==> src/rtl/gpio_pkg.sv <==
package gpio_pkg;

    localparam int REG_AW = 3;

    localparam logic [REG_AW-1:0] A_LEVEL = 3'd0;
    localparam logic [REG_AW-1:0] A_OUT   = 3'd1;
    localparam logic [REG_AW-1:0] A_DIR   = 3'd2;
    localparam logic [REG_AW-1:0] A_FSEL  = 3'd3;
    localparam logic [REG_AW-1:0] A_FLAG  = 3'd4;
    localparam logic [REG_AW-1:0] A_ESEL  = 3'd5;
    localparam logic [REG_AW-1:0] A_IEN   = 3'd6;

    typedef enum logic [1:0] {
        WARM0 = 2'd0,
        WARM1 = 2'd1,
        WARM2 = 2'd2,
        LIVE  = 2'd3
    } warm_state_e;

endpackage

==> src/rtl/gpio_edge_detect.sv <==
module gpio_edge_detect
    import gpio_pkg::*;
#(
    parameter int NPINS = 8
) (
    input  logic             clk,
    input  logic             rst_n,
    input  logic [NPINS-1:0] pad_in,
    input  logic [NPINS-1:0] esel,
    output logic [NPINS-1:0] level,
    output logic [NPINS-1:0] hw_set
);

    logic [NPINS-1:0] meta_q;
    logic [NPINS-1:0] lvl_q;
    logic [NPINS-1:0] hist_q;
    warm_state_e      state_q;
    warm_state_e      state_d;
    logic             detect_en;

    // synchronizer and history
    always_ff @(posedge clk or negedge rst_n) begin
        if (!rst_n) begin
            meta_q <= '0;
            lvl_q  <= '0;
            hist_q <= '0;
        end else begin
            meta_q <= pad_in;
            lvl_q  <= meta_q;
            hist_q <= lvl_q;
        end
    end

    // state register
    always_ff @(posedge clk or negedge rst_n) begin
        if (!rst_n) state_q <= WARM0;
        else        state_q <= state_d;
    end

    // next state and outputs
    always_comb begin
        state_d   = state_q;
        detect_en = 1'b0;
        unique case (state_q)
            WARM0: state_d = WARM1;
            WARM1: state_d = WARM2;
            WARM2: state_d = LIVE;
            LIVE: begin
                state_d   = LIVE;
                detect_en = 1'b1;
            end
        endcase
    end

    logic [NPINS-1:0] rise;
    logic [NPINS-1:0] fall;
    assign rise   = lvl_q & ~hist_q;
    assign fall   = ~lvl_q & hist_q;
    assign hw_set = detect_en ? ((rise & ~esel) | (fall & esel)) : '0;
    assign level  = lvl_q;


    edge_is_transition_chk: assert property (@(posedge clk) disable iff (!rst_n)
        ((hw_set & ~(lvl_q ^ $past(lvl_q))) == '0));


    live_sticky_chk: assert property (@(posedge clk) disable iff (!rst_n)
        (state_q == LIVE) |=> (state_q == LIVE));

endmodule

==> src/rtl/gpio_regfile.sv <==
module gpio_regfile
    import gpio_pkg::*;
#(
    parameter int NPINS = 8
) (
    input  logic              clk,
    input  logic              rst_n,
    input  logic [REG_AW-1:0] addr,
    input  logic              wr,
    input  logic [NPINS-1:0]  wdata,
    input  logic [NPINS-1:0]  level,
    input  logic [NPINS-1:0]  hw_set,
    output logic [NPINS-1:0]  rdata,
    output logic [NPINS-1:0]  out_q,
    output logic [NPINS-1:0]  dir_q,
    output logic [NPINS-1:0]  fsel_q,
    output logic [NPINS-1:0]  flag_q,
    output logic [NPINS-1:0]  esel_q,
    output logic [NPINS-1:0]  ien_q
);

    logic wr_out, wr_dir, wr_fsel, wr_flag, wr_esel, wr_ien;
    assign wr_out  = wr && (addr == A_OUT);
    assign wr_dir  = wr && (addr == A_DIR);
    assign wr_fsel = wr && (addr == A_FSEL);
    assign wr_flag = wr && (addr == A_FLAG);
    assign wr_esel = wr && (addr == A_ESEL);
    assign wr_ien  = wr && (addr == A_IEN);

    always_ff @(posedge clk or negedge rst_n) begin
        if (!rst_n) begin
            out_q  <= '0;
            dir_q  <= '0;
            fsel_q <= '0;
            esel_q <= '0;
            ien_q  <= '0;
        end else begin
            if (wr_out)  out_q  <= wdata;
            if (wr_dir)  dir_q  <= wdata;
            if (wr_fsel) fsel_q <= wdata;
            if (wr_esel) esel_q <= wdata;
            if (wr_ien)  ien_q  <= wdata;
        end
    end

    // hardware edge wins over a software clear
    always_ff @(posedge clk or negedge rst_n) begin
        if (!rst_n) flag_q <= '0;
        else        flag_q <= (wr_flag ? wdata : flag_q) | hw_set;
    end

    always_comb begin
        case (addr)
            A_LEVEL: rdata = level;
            A_OUT:   rdata = out_q;
            A_DIR:   rdata = dir_q;
            A_FSEL:  rdata = fsel_q;
            A_FLAG:  rdata = flag_q;
            A_ESEL:  rdata = esel_q;
            A_IEN:   rdata = ien_q;
            default: rdata = '0;
        endcase
    end


    flag_set_chk: assert property (@(posedge clk) disable iff (!rst_n)
        (|hw_set) |=> ((flag_q & $past(hw_set)) == $past(hw_set)));


    flag_no_spurious_chk: assert property (@(posedge clk) disable iff (!rst_n)
        !wr_flag |=> ((flag_q & ~$past(flag_q) & ~$past(hw_set)) == '0));


    out_hold_chk: assert property (@(posedge clk) disable iff (!rst_n)
        !wr_out |=> $stable(out_q));

endmodule

==> src/rtl/gpio_pin_mux.sv <==
module gpio_pin_mux #(
    parameter int NPINS = 8
) (
    input  logic [NPINS-1:0] fsel,
    input  logic [NPINS-1:0] out_val,
    input  logic [NPINS-1:0] dir,
    input  logic [NPINS-1:0] alt_out,
    input  logic [NPINS-1:0] alt_oe,
    output logic [NPINS-1:0] pad_out,
    output logic [NPINS-1:0] pad_oe
);

    for (genvar p = 0; p < NPINS; p++) begin : g_pin
        assign pad_out[p] = fsel[p] ? alt_out[p] : out_val[p];
        assign pad_oe[p]  = fsel[p] ? alt_oe[p]  : dir[p];
    end

endmodule

==> src/rtl/gpio_edge_port.sv <==
module gpio_edge_port
    import gpio_pkg::*;
#(
    parameter int NPINS = 8
) (
    input  logic              clk,
    input  logic              rst_n,
    input  logic [REG_AW-1:0] bus_addr,
    input  logic              bus_wr,
    input  logic [NPINS-1:0]  bus_wdata,
    output logic [NPINS-1:0]  bus_rdata,
    input  logic [NPINS-1:0]  pad_in,
    output logic [NPINS-1:0]  pad_out,
    output logic [NPINS-1:0]  pad_oe,
    input  logic [NPINS-1:0]  alt_out,
    input  logic [NPINS-1:0]  alt_oe,
    output logic              irq
);

    logic [NPINS-1:0] level, hw_set;
    logic [NPINS-1:0] out_q, dir_q, fsel_q, flag_q, esel_q, ien_q;

    gpio_edge_detect #(.NPINS(NPINS)) u_edge (
        .clk    (clk),
        .rst_n  (rst_n),
        .pad_in (pad_in),
        .esel   (esel_q),
        .level  (level),
        .hw_set (hw_set)
    );

    gpio_regfile #(.NPINS(NPINS)) u_regs (
        .clk    (clk),
        .rst_n  (rst_n),
        .addr   (bus_addr),
        .wr     (bus_wr),
        .wdata  (bus_wdata),
        .level  (level),
        .hw_set (hw_set),
        .rdata  (bus_rdata),
        .out_q  (out_q),
        .dir_q  (dir_q),
        .fsel_q (fsel_q),
        .flag_q (flag_q),
        .esel_q (esel_q),
        .ien_q  (ien_q)
    );

    gpio_pin_mux #(.NPINS(NPINS)) u_mux (
        .fsel    (fsel_q),
        .out_val (out_q),
        .dir     (dir_q),
        .alt_out (alt_out),
        .alt_oe  (alt_oe),
        .pad_out (pad_out),
        .pad_oe  (pad_oe)
    );

    assign irq = |(flag_q & ien_q);

endmodule

==> config.mk <==
export PLATFORM = sky130hd
export DESIGN_NAME = gpio_edge_port
export DESIGN_NICKNAME = d
export VERILOG_FILES = /design/src/rtl/gpio_pkg.sv /design/src/rtl/gpio_edge_detect.sv /design/src/rtl/gpio_regfile.sv /design/src/rtl/gpio_pin_mux.sv /design/src/rtl/gpio_edge_port.sv
export SDC_FILE = /design/constraint.sdc
export NUM_CORES = 1
export LEC_CHECK = 0
export CAP_MARGIN = 20
export CORE_ASPECT_RATIO = 1.5
export CORE_MARGIN = 5
export CORE_UTILIZATION = 52
export DETAILED_ROUTE_END_ITERATION = 8
export PLACE_DENSITY_LB_ADDON = 0.15
export SLEW_MARGIN = 20
export SYNTH_ARGS = -nofsm -noshare
export SYNTH_HDL_FRONTEND = slang
export SYNTH_SLANG_ARGS = --single-unit
export TNS_END_PERCENT = 1
==> constraint.sdc <==
create_clock -name clk -period 3.6 [get_ports clk]
set_clock_uncertainty 0.05 [all_clocks]
set_input_delay 0.72 -clock clk [delete_from_list [all_inputs] [get_ports clk]]
set_output_delay 0.72 -clock clk [all_outputs]
set_load 0.05 [all_outputs]
* Word-level counts from Yosys, hierarchy flattened
Index checks and enable logic that the tools add are counted.
** Cells by class
- Add/sub/neg operators :: 0
- $mul :: 0
- Div/mod/pow operators :: 0
- Magnitude comparators :: 0
- Equal/unequal tests :: 9
- Shift-type cells :: 0
- Multiplexer cells :: 21
- Bitwise operators :: 10
- Reductions and logical operators :: 10
** Operators with widths (count)
- 8-bit case mux with 7 select lines :: 1
- 8-bit AND :: 5
- 8-bit NOT :: 3
- 1-bit two-way mux :: 17
- 8-bit two-way mux :: 2
- 8-bit OR :: 2
- 3-bit equality test, second input constant :: 3
- 8-bit OR reduction :: 1
- 3-bit by 2-bit equality test with 1-bit output, second input constant :: 2
- 1-bit logical AND :: 6
- 2-bit case mux with 3 select lines :: 1
- 2-bit equality test, second input constant :: 2
- 3-bit by 1-bit equality test with 1-bit output, second input constant :: 1
- 3-bit logical NOT :: 1
- 2-bit by 1-bit equality test with 1-bit output, second input constant :: 1
- 2-bit logical NOT :: 1
- 2-bit OR reduction :: 1
** Storage, ports and cells
- Flip-flop bits (word level) :: 74
- Bits in latches :: 0
- RAM bits :: 0
- Memory bits (read-only) :: 0
- Input bits :: 38
- Output and inout port bits :: 25
- Word-level logic and storage cells :: 60
- Memories :: 0

* Logic depth before layout (Yosys ltp)
- Word-level depth :: 6
- Gate-level depth with buffers :: 6
- Mapped depth without buffers :: 3

* Hierarchy
From an unflattened synthesis, not the netlist that was laid out.
** Unflattened totals
- Cells, all modules :: 263
- Area total of the unflattened synthesis :: 3570.9 um^2
** By module, submodules not included
- gpio_regfile :: times used 1, cells each 189, area each 2464.9 um^2, seq. area each 1201.2 um^2
- gpio_edge_detect :: times used 1, cells each 53, area each 837.1 um^2, seq. area each 650.6 um^2
- gpio_pin_mux :: times used 1, cells each 16, area each 232.7 um^2, seq. area each 0.0 um^2
- gpio_edge_port :: times used 1, cells each 5, area each 36.3 um^2, seq. area each 0.0 um^2

* Worst setup path after synthesis
Ideal clock, no wire load.
- Path type :: input to output
- Start :: input port bus_addr[1]
- End :: output port bus_rdata[5]
- Data arrival time :: 2374 ps
- Required time :: 2830 ps
- Setup slack :: 456 ps
- Stages :: 5
- Path buffers :: 2
- Cell sequence :: buf_6 -> clkbuf_1 -> nor3b_1 -> a21oi_1 -> o21ai_0
** On the way
- Cells in the longest elaborated chain, start to end :: 2
- Elaborated cells on any way between the ends :: 8
- Classes of those cells :: 6 x eq/ne; 1 x mux; 1 x reduce/logical
** RTL lines
- start: declaration :: RTL line gpio_edge_port.sv:8 : input logic [REG_AW-1:0] bus_addr,
- 3-bit equality test (tied with other cells) :: RTL line gpio_regfile.sv:53 : case (addr)
- 8-bit case mux with 7 select lines * :: RTL line gpio_regfile.sv:53
- end: declaration :: RTL line gpio_edge_port.sv:11 : output logic [NPINS-1:0] bus_rdata,
Every way passes the cells marked *; elsewhere a longest branch is shown, timed or not.

* Worst setup path in the final report
- Start :: input port bus_addr[2]
- End :: output port bus_rdata[7]
The elaborated chain is that of the path after synthesis.

==> flow_metrics.tcl <==
set metrics [dict create \
    clk_pin_slew_ns 0.07 \
    cts_tree "done" \
    post-route-period-util 0.890 \
    placed_area_um2 4260 \
    die_w_um 77.7 \
    worstPathRequired_ns 2.83 \
    ant_nets 0 \
    cp-end-kind "output pin" \
    cp-start-kind "input pin" \
    hold_viol 0 \
    core_area_um2 6810 \
    timing.fmax_mhz 312 \
    syn_area_um2 3580 \
    htree_levels 3 \
    drt_iter0_drc 135 \
    drt_first_pass_iters 4 \
    crit_cells 6 \
    criticalPathCategory "in -> out" \
    via_count 2366 \
    post-cts-setup-buffers 0 \
    pwr-share-clk 0.288 \
    p_seq_frac 0.417 \
    crit_arrival_ns 2.44 \
    critPathMaxFanout 42 \
    yosysSeqAreaShare 0.517 \
    hpwlAfterDp_mm 5.50 \
    die_h_um 112 \
    synth_seq_cells 74 \
    grt_pass1_vias 2543 \
    path_delay_family "buffers and inverters" \
    worstPathBufferInverterCount 3 \
    cpMaxStageDelayCell "clkdlybuf4s50_1" \
    grt_pass1_wl_mm 13.2 \
    die-area_um2 8670 \
    diodes 0 \
    p_per_area_nw_per_um2 565 \
    fin_area_um2 4490 \
    setup_viol 0 \
    yosysWarnings 0 \
    power_frac_comb 0.295 \
    cts_num_sinks 74 \
    total_power_mw 2.54 \
    drive_gt1_frac 0.339 \
    ir_drop_v 0.000336 \
    timing.final.crit_period_ns 3.21 \
    power.switching_mw 0.793 \
    internal-power_mw 1.74 \
    final_common_cell "dfrtp_1" \
    synth_area_leaders "dfrtp_1, mux2_2, mux2_4, nor3b_1, mux2i_1" \
    grt_max_degree 43 \
    ctsHoldBuffers 0 \
    via_per_inst 5.71 \
    grtUsageTotal 0.196 \
    synthCells 261 \
    start_util 0.526 \
    drv_slew 0 \
    synth_area_per_cell_um2 13.7 \
    ys_types 34 \
    slew_headroom 0.661 \
    drc 0 \
    cts_buffer_depth 2 \
    fillerInstances 547 \
    overflow 0 \
    gp_congestion 0.795 \
    rsz0062_at_grt "false" \
    tightest_slew_ns 0.506 \
    root_buffer "clkbuf_8" \
    finalNetCount 369 \
    fp-row-count 37 \
    synth_top_area_share 0.517 \
    worstRegToRegCells 3 \
    min_path_type "in -> async" \
    antenna_found_initial 0 \
    synthToLayoutAreaGrowth_pct 25.6 \
    tns_ns 0 \
    clk_latency_ns 0.34 \
    routed_wl_mm 7.89 \
    ios 63 \
    cts_resized 0 \
    p_sw_frac 0.312 \
    status "completed" \
    cts-buffers-inserted 9 \
    slowest_delay_ns 0.51 \
    final_cell_mix "dfrtp_1, mux2_2, clkdlybuf4s50_1" \
    numPortBuffers 62 \
    yosysTopAreaCell "dfrtp_1" \
    power_leakage_nw 1.86 \
    crit_chain "clkdlybuf4s50_1, buf_12, mux2_2, a221oi_1, o21ai_1, buf_4" \
    maxCapViolCount 0 \
    wire_per_inst_um 19.1 \
    synth_nets 299 \
]
## sequential cells by signal, indices dropped and copies added, names as in the netlist
signal          cells
u_edge.meta_q       8
u_regs.dir_q        8
u_edge.hist_q       8
u_edge.level        8
u_regs.fsel_q       8
u_regs.out_q        8
u_regs.esel_q       8
u_regs.ien_q        8
u_regs.flag_q       8
u_edge.state_q      2
## metrics by stage
| stage | instances | hold slack [ns] | utilization | worst slack [ns] |
|---|---|---|---|---|
| after CTS | 414 | 0.282 | 0.660 | 0.392 |
| final | 414 | 0.285 | 0.660 | 0.394 |
| after global routing | 414 | 0.310 | 0.660 | 0.315 |
| after global placement | 398 | 0.282 | 0.627 | 0.438 |
| after detailed placement | 398 | 0.288 | 0.627 | 0.396 |
| after floorplan | 261 | 0.281 | - | 0.456 |
## logic make-up (layout without fill, tap and decap cells)
| kind of cell | after synthesis | count (layout) | share of synthesized area |
|---|---|---|---|
| AND/OR/NAND/NOR | 50 | 50 | 0.113 |
| flip-flops | 74 | 74 | 0.517 |
| buffers and inverters | 14 | 89 | 0.0287 |
| AO/OA/AOI/OAI | 42 | 42 | 0.0696 |
| multiplexers | 81 | 81 | 0.272 |
## worst register-to-register path, cell delays in order, from the launching register on
cell	delay [ns]
dfrtp_1	0.40
nor3b_1	0.14
a21oi_1	0.17
o21ai_0	0.10
## Yosys cell counts
cell / number
a211oi_1: 1
a21oi_1: 15
a221oi_1: 6
a22oi_1: 4
and2_1: 6
and2b_4: 1
and3b_1: 2
and4b_1: 7
and4bb_2: 1
buf_2: 6
buf_4: 1
buf_6: 5
clkbuf_1: 1
clkbuf_2: 1
dfrtp_1: 74
mux2_2: 55
mux2_4: 16
mux2i_1: 9
mux4_2: 1
nand2_1: 1
nand2b_1: 1
nand3_2: 1
nand3_4: 1
nand4_1: 1
nand4b_2: 1
nor2_1: 1
nor2b_1: 8
nor2b_4: 1
nor3b_1: 15
nor4bb_1: 1
o21ai_0: 10
o21ai_1: 5
o2bb2ai_1: 1
or2_2: 1
## area by class of cell
cell class	instances	area [um^2]	area share
timing repair buffer	73	691	0.154
sequential	74	1850	0.412
clock buffer	12	155	0.0345
multi-input combinational	173	1620	0.361
tap	78	97.6	0.0217
clock inverter	4	73.8	0.0164
## final timing paths
| path | startpoint | to | slack [ns] |
|---|---|---|---|
| worst max-delay path | bus_addr[2] | bus_rdata[7] | 0.39 |
| worst min-delay path | rst_n | u_edge.hist_q[4]$_DFF_PN0_ | 0.28 |
| worst max register to register | u_edge.level[4]$_DFF_PN0_ | u_regs.flag_q[4]$_DFF_PN0_ | 2.62 |
| worst min register to register | u_edge.meta_q[3]$_DFF_PN0_ | u_edge.level[3]$_DFF_PN0_ | 0.31 |
| max in group asynchronous | rst_n | u_regs.flag_q[3]$_DFF_PN0_ | 2.48 |
| min in group clk | u_edge.meta_q[3]$_DFF_PN0_ | u_edge.level[3]$_DFF_PN0_ | 0.31 |
## layer usage
layer	share of wire	wire, um	track usage
met1	0.43	3420	0.252
met2	0.51	4000	0.311
met3	0.041	324	0.0494
met4	0.018	143	0.0837
met5	0	0	0
## power groups by stage
stage	registers, mW	logic [mW]	clock network (mW)
after CTS	1.06	0.757	0.747
after floorplan	1.04	0.548	0
final	1.06	0.748	0.731
after global placement	1.07	0.743	0
after global routing	1.08	0.795	0.780
after detailed placement	1.07	0.754	0
(Power assumes the default switching activity.)
